<file path="src/rtl/cdly_pkg.sv">
package cdly_pkg;

  // Test-word selection driven to each ADC channel.
  typedef enum logic [1:0] {
    TM_NORMAL = 2'd0,
    TM_RAMP   = 2'd1,
    TM_ONES   = 2'd2
  } tmode_e;

  // Search sequencer states.
  typedef enum logic [3:0] {
    ST_IDLE,
    ST_SETV,
    ST_STRB,
    ST_CLR_I,
    ST_DWL_I,
    ST_CLR_Q,
    ST_DWL_Q,
    ST_EVAL,
    ST_PAUSE,
    ST_DONE
  } cal_st_e;

  localparam int NUM_CH = 2;

endpackage

</file>
<file path="src/rtl/cdly_timer.sv">
// Down-counter shared by the dwell and the retry pause.
module cdly_timer #(
  parameter int CNT_W = 8
) (
  input  logic             clk,
  input  logic             rst_n,
  input  logic             load_i,
  input  logic [CNT_W-1:0] load_val_i,
  output logic             expire_o
);

  logic [CNT_W-1:0] cnt_q, cnt_d;
  logic             run_q, run_d;
  logic             cnt_en;

  always_comb begin
    cnt_d  = cnt_q;
    run_d  = run_q;
    cnt_en = 1'b0;
    if (load_i) begin
      cnt_d  = load_val_i - CNT_W'(1);
      run_d  = 1'b1;
      cnt_en = 1'b1;
    end else if (run_q) begin
      cnt_en = 1'b1;
      if (cnt_q == '0) begin
        run_d = 1'b0;
      end else begin
        cnt_d = cnt_q - CNT_W'(1);
      end
    end
  end

  always_ff @(posedge clk or negedge rst_n) begin
    if (!rst_n) begin
      cnt_q <= '0;
      run_q <= 1'b0;
    end else if (cnt_en) begin
      cnt_q <= cnt_d;
      run_q <= run_d;
    end
  end

  assign expire_o = run_q && (cnt_q == '0);

endmodule

</file>
<file path="src/rtl/cdly_window.sv">
// Tracks the current run of passing taps and judges it.
module cdly_window #(
  parameter int TAP_W    = 5,
  parameter int MIN_SPAN = 4
) (
  input  logic             clk,
  input  logic             rst_n,
  input  logic             clr_i,
  input  logic             upd_i,
  input  logic             pass_i,
  input  logic             last_i,
  input  logic [TAP_W-1:0] tap_i,
  output logic             found_o,
  output logic             narrow_o,
  output logic [TAP_W-1:0] sel_start_o,
  output logic [TAP_W-1:0] sel_stop_o
);

  localparam logic [TAP_W:0] MIN_W = (TAP_W+1)'(MIN_SPAN);

  logic             open_q;
  logic [TAP_W-1:0] start_q, stop_q;
  logic             reg_en;
  logic             open_d;
  logic [TAP_W-1:0] start_d, stop_d;
  logic [TAP_W:0]   closed_span, running_span;
  logic             closes_wide, ends_wide;

  // Window as it would look after this tap is folded in.
  always_comb begin
    sel_start_o  = open_q ? start_q : tap_i;
    sel_stop_o   = pass_i ? tap_i : stop_q;
    closed_span  = {1'b0, stop_q} - {1'b0, start_q};
    running_span = {1'b0, tap_i} - {1'b0, sel_start_o};
    closes_wide  = !pass_i && open_q && (closed_span >= MIN_W);
    ends_wide    = last_i && pass_i && (running_span >= MIN_W);
    found_o      = closes_wide || ends_wide;
    narrow_o     = last_i && pass_i && (running_span < MIN_W);
  end

  always_comb begin
    open_d  = open_q;
    start_d = start_q;
    stop_d  = stop_q;
    reg_en  = clr_i || upd_i;
    if (clr_i) begin
      open_d  = 1'b0;
      start_d = '0;
      stop_d  = '0;
    end else if (upd_i) begin
      if (pass_i) begin
        open_d = 1'b1;
        if (!open_q) begin
          start_d = tap_i;
        end
        stop_d = tap_i;
      end else begin
        open_d = 1'b0;
      end
    end
  end

  always_ff @(posedge clk or negedge rst_n) begin
    if (!rst_n) begin
      open_q  <= 1'b0;
      start_q <= '0;
      stop_q  <= '0;
    end else if (reg_en) begin
      open_q  <= open_d;
      start_q <= start_d;
      stop_q  <= stop_d;
    end
  end

endmodule

</file>
<file path="src/rtl/cdly_seq.sv">
// Sweep sequencer: loads taps, runs the two channel tests, decides.
module cdly_seq
  import cdly_pkg::*;
#(
  parameter int TAP_W     = 5,
  parameter int CNT_W     = 8,
  parameter int DWELL_CYC = 8,
  parameter int PAUSE_CYC = 8,
  parameter int MAX_TRIES = 2
) (
  input  logic             clk,
  input  logic             rst_n,
  input  logic             start_i,
  input  logic             chk_lock_i,
  input  logic             chk_err_i,
  input  logic             tmr_expire_i,
  input  logic             found_i,
  input  logic             narrow_i,
  input  logic [TAP_W-1:0] sel_start_i,
  input  logic [TAP_W-1:0] sel_stop_i,
  output logic             tmr_load_o,
  output logic [CNT_W-1:0] tmr_val_o,
  output logic             win_clr_o,
  output logic             win_upd_o,
  output logic             tap_pass_o,
  output logic             last_tap_o,
  output logic [TAP_W-1:0] tap_o,
  output logic             dly_load_o,
  output logic             chk_en_o,
  output logic [1:0]       mode_i_o,
  output logic [1:0]       mode_q_o,
  output logic             done_o,
  output logic             fail_conv_o,
  output logic             fail_narrow_o,
  output logic [TAP_W-1:0] result_o
);

  localparam int               ATT_W     = (MAX_TRIES > 1) ? $clog2(MAX_TRIES) : 1;
  localparam logic [ATT_W-1:0] ATT_LAST  = ATT_W'(MAX_TRIES - 1);
  localparam logic [TAP_W-1:0] TAP_LAST  = '1;
  localparam logic [CNT_W-1:0] DWELL_VAL = CNT_W'(DWELL_CYC);
  localparam logic [CNT_W-1:0] PAUSE_VAL = CNT_W'(PAUSE_CYC);

  cal_st_e          state_q, state_d;
  logic [TAP_W-1:0] tap_q, tap_d;
  logic [ATT_W-1:0] att_q, att_d;
  logic             final_q, final_d;
  logic             done_q, done_d;
  logic             fconv_q, fconv_d;
  logic             fnarr_q, fnarr_d;
  logic [TAP_W-1:0] res_q, res_d;
  logic [NUM_CH-1:0] ch_ok_q, ch_ok_d, cap_en;
  logic [TAP_W:0]   mid_sum;
  logic [TAP_W-1:0] mid_tap;
  logic             res_en;
  logic             ch_sample;

  assign mid_sum    = {1'b0, sel_start_i} + {1'b0, sel_stop_i};
  assign mid_tap    = TAP_W'(mid_sum >> 1);
  assign last_tap_o = (tap_q == TAP_LAST);
  assign tap_pass_o = &ch_ok_q;
  assign ch_sample  = chk_lock_i & ~chk_err_i;

  // One capture flop per channel test.
  for (genvar ch = 0; ch < NUM_CH; ch++) begin : g_ch
    assign ch_ok_d[ch] = cap_en[ch] ? ch_sample : ch_ok_q[ch];
  end

  always_comb begin
    state_d    = state_q;
    tap_d      = tap_q;
    att_d      = att_q;
    final_d    = final_q;
    done_d     = done_q;
    fconv_d    = fconv_q;
    fnarr_d    = fnarr_q;
    res_d      = res_q;
    tmr_load_o = 1'b0;
    tmr_val_o  = DWELL_VAL;
    win_clr_o  = 1'b0;
    win_upd_o  = 1'b0;
    dly_load_o = 1'b0;
    chk_en_o   = 1'b0;
    mode_i_o   = TM_NORMAL;
    mode_q_o   = TM_NORMAL;
    cap_en     = '0;
    unique case (state_q)
      ST_IDLE, ST_DONE: begin
        if (start_i) begin
          state_d   = ST_SETV;
          tap_d     = '0;
          att_d     = '0;
          final_d   = 1'b0;
          done_d    = 1'b0;
          fconv_d   = 1'b0;
          fnarr_d   = 1'b0;
          res_d     = '0;
          win_clr_o = 1'b1;
        end
      end
      ST_SETV: state_d = ST_STRB;
      ST_STRB: begin
        dly_load_o = 1'b1;
        if (final_q) begin
          state_d = ST_DONE;
          done_d  = 1'b1;
          res_d   = tap_q;
        end else begin
          state_d = ST_CLR_I;
        end
      end
      ST_CLR_I: begin
        mode_i_o   = TM_RAMP;
        mode_q_o   = TM_ONES;
        tmr_load_o = 1'b1;
        state_d    = ST_DWL_I;
      end
      ST_DWL_I: begin
        mode_i_o = TM_RAMP;
        mode_q_o = TM_ONES;
        chk_en_o = 1'b1;
        if (tmr_expire_i) begin
          cap_en[0] = 1'b1;
          state_d   = ST_CLR_Q;
        end
      end
      ST_CLR_Q: begin
        mode_i_o   = TM_ONES;
        mode_q_o   = TM_RAMP;
        tmr_load_o = 1'b1;
        state_d    = ST_DWL_Q;
      end
      ST_DWL_Q: begin
        mode_i_o = TM_ONES;
        mode_q_o = TM_RAMP;
        chk_en_o = 1'b1;
        if (tmr_expire_i) begin
          cap_en[1] = 1'b1;
          state_d   = ST_EVAL;
        end
      end
      ST_EVAL: begin
        win_upd_o = 1'b1;
        if (found_i) begin
          tap_d   = mid_tap;
          final_d = 1'b1;
          state_d = ST_SETV;
        end else if (last_tap_o) begin
          if (att_q != ATT_LAST) begin
            att_d      = att_q + ATT_W'(1);
            tmr_load_o = 1'b1;
            tmr_val_o  = PAUSE_VAL;
            win_clr_o  = 1'b1;
            state_d    = ST_PAUSE;
          end else begin
            done_d  = 1'b1;
            fnarr_d = narrow_i;
            fconv_d = !narrow_i;
            res_d   = '0;
            state_d = ST_DONE;
          end
        end else begin
          tap_d   = tap_q + TAP_W'(1);
          state_d = ST_SETV;
        end
      end
      ST_PAUSE: begin
        if (tmr_expire_i) begin
          tap_d   = '0;
          state_d = ST_SETV;
        end
      end
      default: state_d = ST_IDLE;
    endcase
  end

  assign res_en = (done_d != done_q) || (res_d != res_q) ||
                  (fconv_d != fconv_q) || (fnarr_d != fnarr_q);

  always_ff @(posedge clk or negedge rst_n) begin
    if (!rst_n) begin
      state_q <= ST_IDLE;
      tap_q   <= '0;
      att_q   <= '0;
      final_q <= 1'b0;
      ch_ok_q <= '0;
    end else begin
      state_q <= state_d;
      tap_q   <= tap_d;
      att_q   <= att_d;
      final_q <= final_d;
      ch_ok_q <= ch_ok_d;
    end
  end

  always_ff @(posedge clk or negedge rst_n) begin
    if (!rst_n) begin
      done_q  <= 1'b0;
      fconv_q <= 1'b0;
      fnarr_q <= 1'b0;
      res_q   <= '0;
    end else if (res_en) begin
      done_q  <= done_d;
      fconv_q <= fconv_d;
      fnarr_q <= fnarr_d;
      res_q   <= res_d;
    end
  end

  assign tap_o         = tap_q;
  assign done_o        = done_q;
  assign fail_conv_o   = fconv_q;
  assign fail_narrow_o = fnarr_q;
  assign result_o      = res_q;

endmodule

</file>
<file path="src/rtl/cdly_cal_ctrl.sv">
module cdly_cal_ctrl #(
  parameter int TAP_W     = 5,
  parameter int MIN_SPAN  = 4,
  parameter int DWELL_CYC = 2000,
  parameter int PAUSE_CYC = 20000,
  parameter int MAX_TRIES = 2
) (
  input  logic             clk,
  input  logic             rst_n,
  input  logic             start_i,
  output logic [TAP_W-1:0] dly_val_o,
  output logic             dly_load_o,
  output logic             chk_en_o,
  output logic [1:0]       mode_i_o,
  output logic [1:0]       mode_q_o,
  input  logic             chk_lock_i,
  input  logic             chk_err_i,
  output logic             done_o,
  output logic             fail_conv_o,
  output logic             fail_narrow_o,
  output logic [TAP_W-1:0] tap_o
);

  localparam int CNT_MAX = (DWELL_CYC > PAUSE_CYC) ? DWELL_CYC : PAUSE_CYC;
  localparam int CNT_W   = $clog2(CNT_MAX + 1);

  logic             tmr_load, tmr_expire;
  logic [CNT_W-1:0] tmr_val;
  logic             win_clr, win_upd, tap_pass, last_tap;
  logic             found, narrow;
  logic [TAP_W-1:0] sel_start, sel_stop, cur_tap;

  cdly_timer #(.CNT_W(CNT_W)) u_timer (
    .clk        (clk),
    .rst_n      (rst_n),
    .load_i     (tmr_load),
    .load_val_i (tmr_val),
    .expire_o   (tmr_expire)
  );

  cdly_window #(.TAP_W(TAP_W), .MIN_SPAN(MIN_SPAN)) u_window (
    .clk         (clk),
    .rst_n       (rst_n),
    .clr_i       (win_clr),
    .upd_i       (win_upd),
    .pass_i      (tap_pass),
    .last_i      (last_tap),
    .tap_i       (cur_tap),
    .found_o     (found),
    .narrow_o    (narrow),
    .sel_start_o (sel_start),
    .sel_stop_o  (sel_stop)
  );

  cdly_seq #(
    .TAP_W     (TAP_W),
    .CNT_W     (CNT_W),
    .DWELL_CYC (DWELL_CYC),
    .PAUSE_CYC (PAUSE_CYC),
    .MAX_TRIES (MAX_TRIES)
  ) u_seq (
    .clk           (clk),
    .rst_n         (rst_n),
    .start_i       (start_i),
    .chk_lock_i    (chk_lock_i),
    .chk_err_i     (chk_err_i),
    .tmr_expire_i  (tmr_expire),
    .found_i       (found),
    .narrow_i      (narrow),
    .sel_start_i   (sel_start),
    .sel_stop_i    (sel_stop),
    .tmr_load_o    (tmr_load),
    .tmr_val_o     (tmr_val),
    .win_clr_o     (win_clr),
    .win_upd_o     (win_upd),
    .tap_pass_o    (tap_pass),
    .last_tap_o    (last_tap),
    .tap_o         (cur_tap),
    .dly_load_o    (dly_load_o),
    .chk_en_o      (chk_en_o),
    .mode_i_o      (mode_i_o),
    .mode_q_o      (mode_q_o),
    .done_o        (done_o),
    .fail_conv_o   (fail_conv_o),
    .fail_narrow_o (fail_narrow_o),
    .result_o      (tap_o)
  );

  assign dly_val_o = cur_tap;

endmodule

</file>
<file path="config.mk">
export PLATFORM = sky130hd
export DESIGN_NAME = cdly_cal_ctrl
export DESIGN_NICKNAME = d
export VERILOG_FILES = /design/src/rtl/cdly_pkg.sv /design/src/rtl/cdly_timer.sv /design/src/rtl/cdly_window.sv /design/src/rtl/cdly_seq.sv /design/src/rtl/cdly_cal_ctrl.sv
export SDC_FILE = /design/constraint.sdc
export NUM_CORES = 1
export LEC_CHECK = 0
export BUFFER_PORTS_ARGS = -buffer_cell sky130_fd_sc_hd__buf_4
export CORE_MARGIN = 2
export CORE_UTILIZATION = 48
export DETAILED_ROUTE_END_ITERATION = 6
export GPL_TIMING_DRIVEN = 0
export PLACE_DENSITY = 0.65
export RECOVER_POWER = 100
export SLEW_MARGIN = 10
export SYNTH_ARGS = -nofsm -noshare
export SYNTH_HDL_FRONTEND = slang
export SYNTH_HIERARCHICAL = 1
export SYNTH_SLANG_ARGS = --single-unit
export TNS_END_PERCENT = 30
</file>
<file path="constraint.sdc">
create_clock -name clk -period 5.92 [get_ports clk]
set_input_delay 0.888 -clock clk [delete_from_list [all_inputs] [get_ports clk]]
set_output_delay 0.888 -clock clk [all_outputs]
set_load 0.01 [all_outputs]
</file>
==> flow_summary.yaml <==
finish:
  syn_to_final_growth_pct: 11.0
  drive_gt1_share_pct: 11.7
  final_cells: 562
  fillers: 741
  finish.utilization_pct: 54.7
  diodes: 0
  nets: 485
synth:
  yosys.cell_types.count: 73
  ys_seq_area_share_pct: 31.7
  synthAdderAreaFrac_pct: 7.53
  synth_edf_count: 0
  avgSynthCellArea_um2: 9.00
  synth-simple-area-share_pct: 21.9
  syn_area_mm2: 0.00379
  postSynthCellCount: 421
  synth_flop_cell: "dfrtp_1"
  synth_compound_area_share_pct: 18.5
  postSynth.asyncResetShare_pct: 100
  muxShareOfSynthArea_pct: 6.84
  synth_top_family_by_area: "simple AND/OR/NAND/NOR gates"
  synth_xor_area_share_pct: 5.55
  ys_ff_latch: 48
  yosysWarningCount: 6
timing:
  fin_crit_sh_pct: 93.3
  rsz0062_at_grt: "false"
  relSlewSlack_pct: -75.1
  worst_clock_skew_ps: 12.0
  fin_crit_ps: 5520
  fmax_mhz: 181
  slew_violations: 49
  worstMarginPinSlew_ps: 2630
  finalSetupViolCount: 0
  hold_viol_final: 0
cts:
  clk_pin_slew_worst_paths_ps: 90
  cts_num_sinks: 48
  htreeDepth: 2
  clockBufferDepth: 2
  clockRootBuffer: "clkbuf_8"
  clk_latency_ps: 310
  cts_hold_buf: 0
  cts_buffers: 5
  cts_tree: "built"
die:
  rows: 32
  die_area_mm2: 0.00862
  coreArea_mm2: 0.00769
  die_x_um: 92.8
  ios: 24
  start_util_pct: 49.3
  die_h_um: 92.8
detailed_routing:
  route.detailed.drc: 0
  post_drt_wl_per_cell_um: 15.0
  viasPerCell: 5.58
  vias: 3138
  ant_nets: 0
  finalWirelength_um: 8460
  drt_iter0_drc: 198
  firstDrtPassIters: 4
worst_hold_path:
  hp-class: "register to register"
setup_path:
  cp-end-kind: "register"
  cp_max_fo: 17
  path_cells: "buf_2 > mux2i_1 > ha_1 > o21ai_1 > nor4bb_1 > a21oi_1 > nor3_1 > o211ai_1 > nand2b_1 > or3_4 > nand2_4 > clkbuf_4 > buf_4 > mux2i_1 > ha_1 > or4bb_1 > a222oi_1 > clkbuf_1 > o211a_1 > a211oi_1 > a211oi_2"
  r2r_start: "u_window/open_q"
  path_buf_inv: 4
  r2r_setup_slack_ps: 400
  cp_num_cells: 21
  ff2ff_path_depth: 21
  crit_end: "u_timer/cnt_q[10]"
  timing.rr.end: "u_timer/cnt_q[10]"
  critical-path-max-stage-delay_ps: 510
  startpoint: "u_window/open_q"
  arrival_ps: 5750
  critPathTopFamily: "simple AND/OR/NAND/NOR gates"
  slowest_stage: "or4bb_1"
  start_kind: "register"
  setup.worst_path.class: "register to register"
  cp.required_ps: 6150
pwr:
  power_mw: 1.84
  powerDensity_mw_per_mm2: 438
  p_leak_nw: 1.81
  ir_drop_uv: 200
run:
  cap_violations: 1
status:
  status: "finished, violations left"
  violations: "max-capacitance violations, max-slew violations"
placement:
  place_congestion: 0.853
  dp.cells: 552
  portBuffers: 23
  dp_hpwl_um: 6300
grt:
  grt_pass1_wl_um: 14800
  grt_max_degree: 49
  grt_usage_pct: 21.2
  antenna_found_initial: 0
  grt_pass1_vias: 3078
  grt_overflow: 0
==> where the power goes <==
part | switching, mW | internal (mW)
combinational | 0.565 | 0.441
clock | 0.119 | 0.170
sequential | 0.121 | 0.427
total | 0.805 | 1.04
==> layer usage <==
metal  vias up  wire length [um]  global-route usage (%)
met1      1494              4160                    30.1
li1       1579                 -                       -
met4         0                88                    5.02
met3         9               293                    2.69
met5         -                 0                       0
met2        56              3910                    34.4
==> placed cells by master (no fill, tap or decap), types with 10 or more instances in the layout <==
| master | Yosys | routed |
|---|---|---|
| a21oi_1 | 18 | 19 |
| buf_4 | 17 | 25 |
| clkbuf_1 | 8 | 28 |
| dfrtp_1 | 48 | 48 |
| ha_1 | 18 | 18 |
| inv_1 | 21 | 22 |
| mux2i_1 | 18 | 17 |
| nand2_1 | 23 | 22 |
| nand3_1 | 11 | 11 |
| nor2_1 | 33 | 35 |
| nor3_1 | 11 | 11 |
| o211ai_1 | 14 | 14 |
| o21ai_0 | 14 | 13 |
| xnor2_1 | 14 | 14 |
| xor2_1 | 10 | 10 |
==> per-stage QoR <==
step | hold slack, ps | setup slack (ps) | instance area, um^2 | setup TNS, ps
finish | 492 | 397 | 4210 | 0
global route | 506 | 60.0 | 4210 | 0
CTS | 495 | 82.3 | 4290 | 0
detailed placement | 474 | -911 | 4110 | -3140
global placement | 465 | -768 | 4110 | -2360
floorplan | 456 | 337 | 3810 | 0
==> state kept, by name, indices dropped and copies added (netlist names) <==
signal and count:
u_seq/done_o 1, u_seq/fail_conv_o 1, u_seq/tap_o 5, u_seq/state_q 4, u_window/open_q 1, u_seq/att_q 1, u_seq/final_q 1, u_window/stop_q 5
u_window/start_q 5, u_seq/ch_ok_q 2, u_seq/result_o 5, u_timer/cnt_q 15, u_seq/fail_narrow_o 1, u_timer/run_q 1
==> final cells by class <==
cell class                      count  area, um^2  share of cell area [%]
Multi-Input combinational cell    322        2320                    55.2
Sequential cell                    48        1200                    28.6
Buffer                             34         213                    5.06
Tap cell                          102         128                    3.03
Timing Repair Buffer               26         124                    2.94
Inverter                           22        82.6                    1.96
Clock buffer                        5        68.8                    1.64
Clock inverter                      3        68.8                    1.64
==> worst min-delay path by stage <==
stage                startpoint  cells past startpoint                to
2_1_floorplan  u_seq/ch_ok_q[1]                      1  u_seq/ch_ok_q[1]
3_3_place_gp   u_seq/ch_ok_q[1]                      1  u_seq/ch_ok_q[1]
3_5_place_dp   u_seq/ch_ok_q[1]                      1  u_seq/ch_ok_q[1]
4_1_cts        u_seq/ch_ok_q[1]                      1  u_seq/ch_ok_q[1]
5_1_grt        u_seq/ch_ok_q[1]                      1  u_seq/ch_ok_q[1]
6_report       u_seq/ch_ok_q[1]                      1  u_seq/ch_ok_q[1]
==> synth_stat cells (14+ instances only) <==
cell type / n / share of area (%)
dfrtp_1: 48 / 32
nor2_1: 33 / 3.3
nand2_1: 23 / 2.3
inv_1: 21 / 2.1
a21oi_1: 18 / 2.4
ha_1: 18 / 5.9
mux2i_1: 18 / 4.8
buf_4: 17 / 3.4
o211ai_1: 14 / 2.8
o21ai_0: 14 / 1.8
xnor2_1: 14 / 3.2
==> logic make-up after synthesis <==
family | count (synthesis)
simple gates | 145
compound gates | 99
buf+inv | 57
flops | 48
mux | 25
xor+xnor | 24
fa+ha+maj | 21
other cells | 2
==> repair_timing <==
item | CTS | global route
buffers inserted | 3 | 0
setup endpoints to repair | 6 | 4
gates cloned | 0 | 0
gates resized for setup | 6 | 5
pin swaps | 1 | 0
Note: power is estimated with default switching activity, not from simulation.
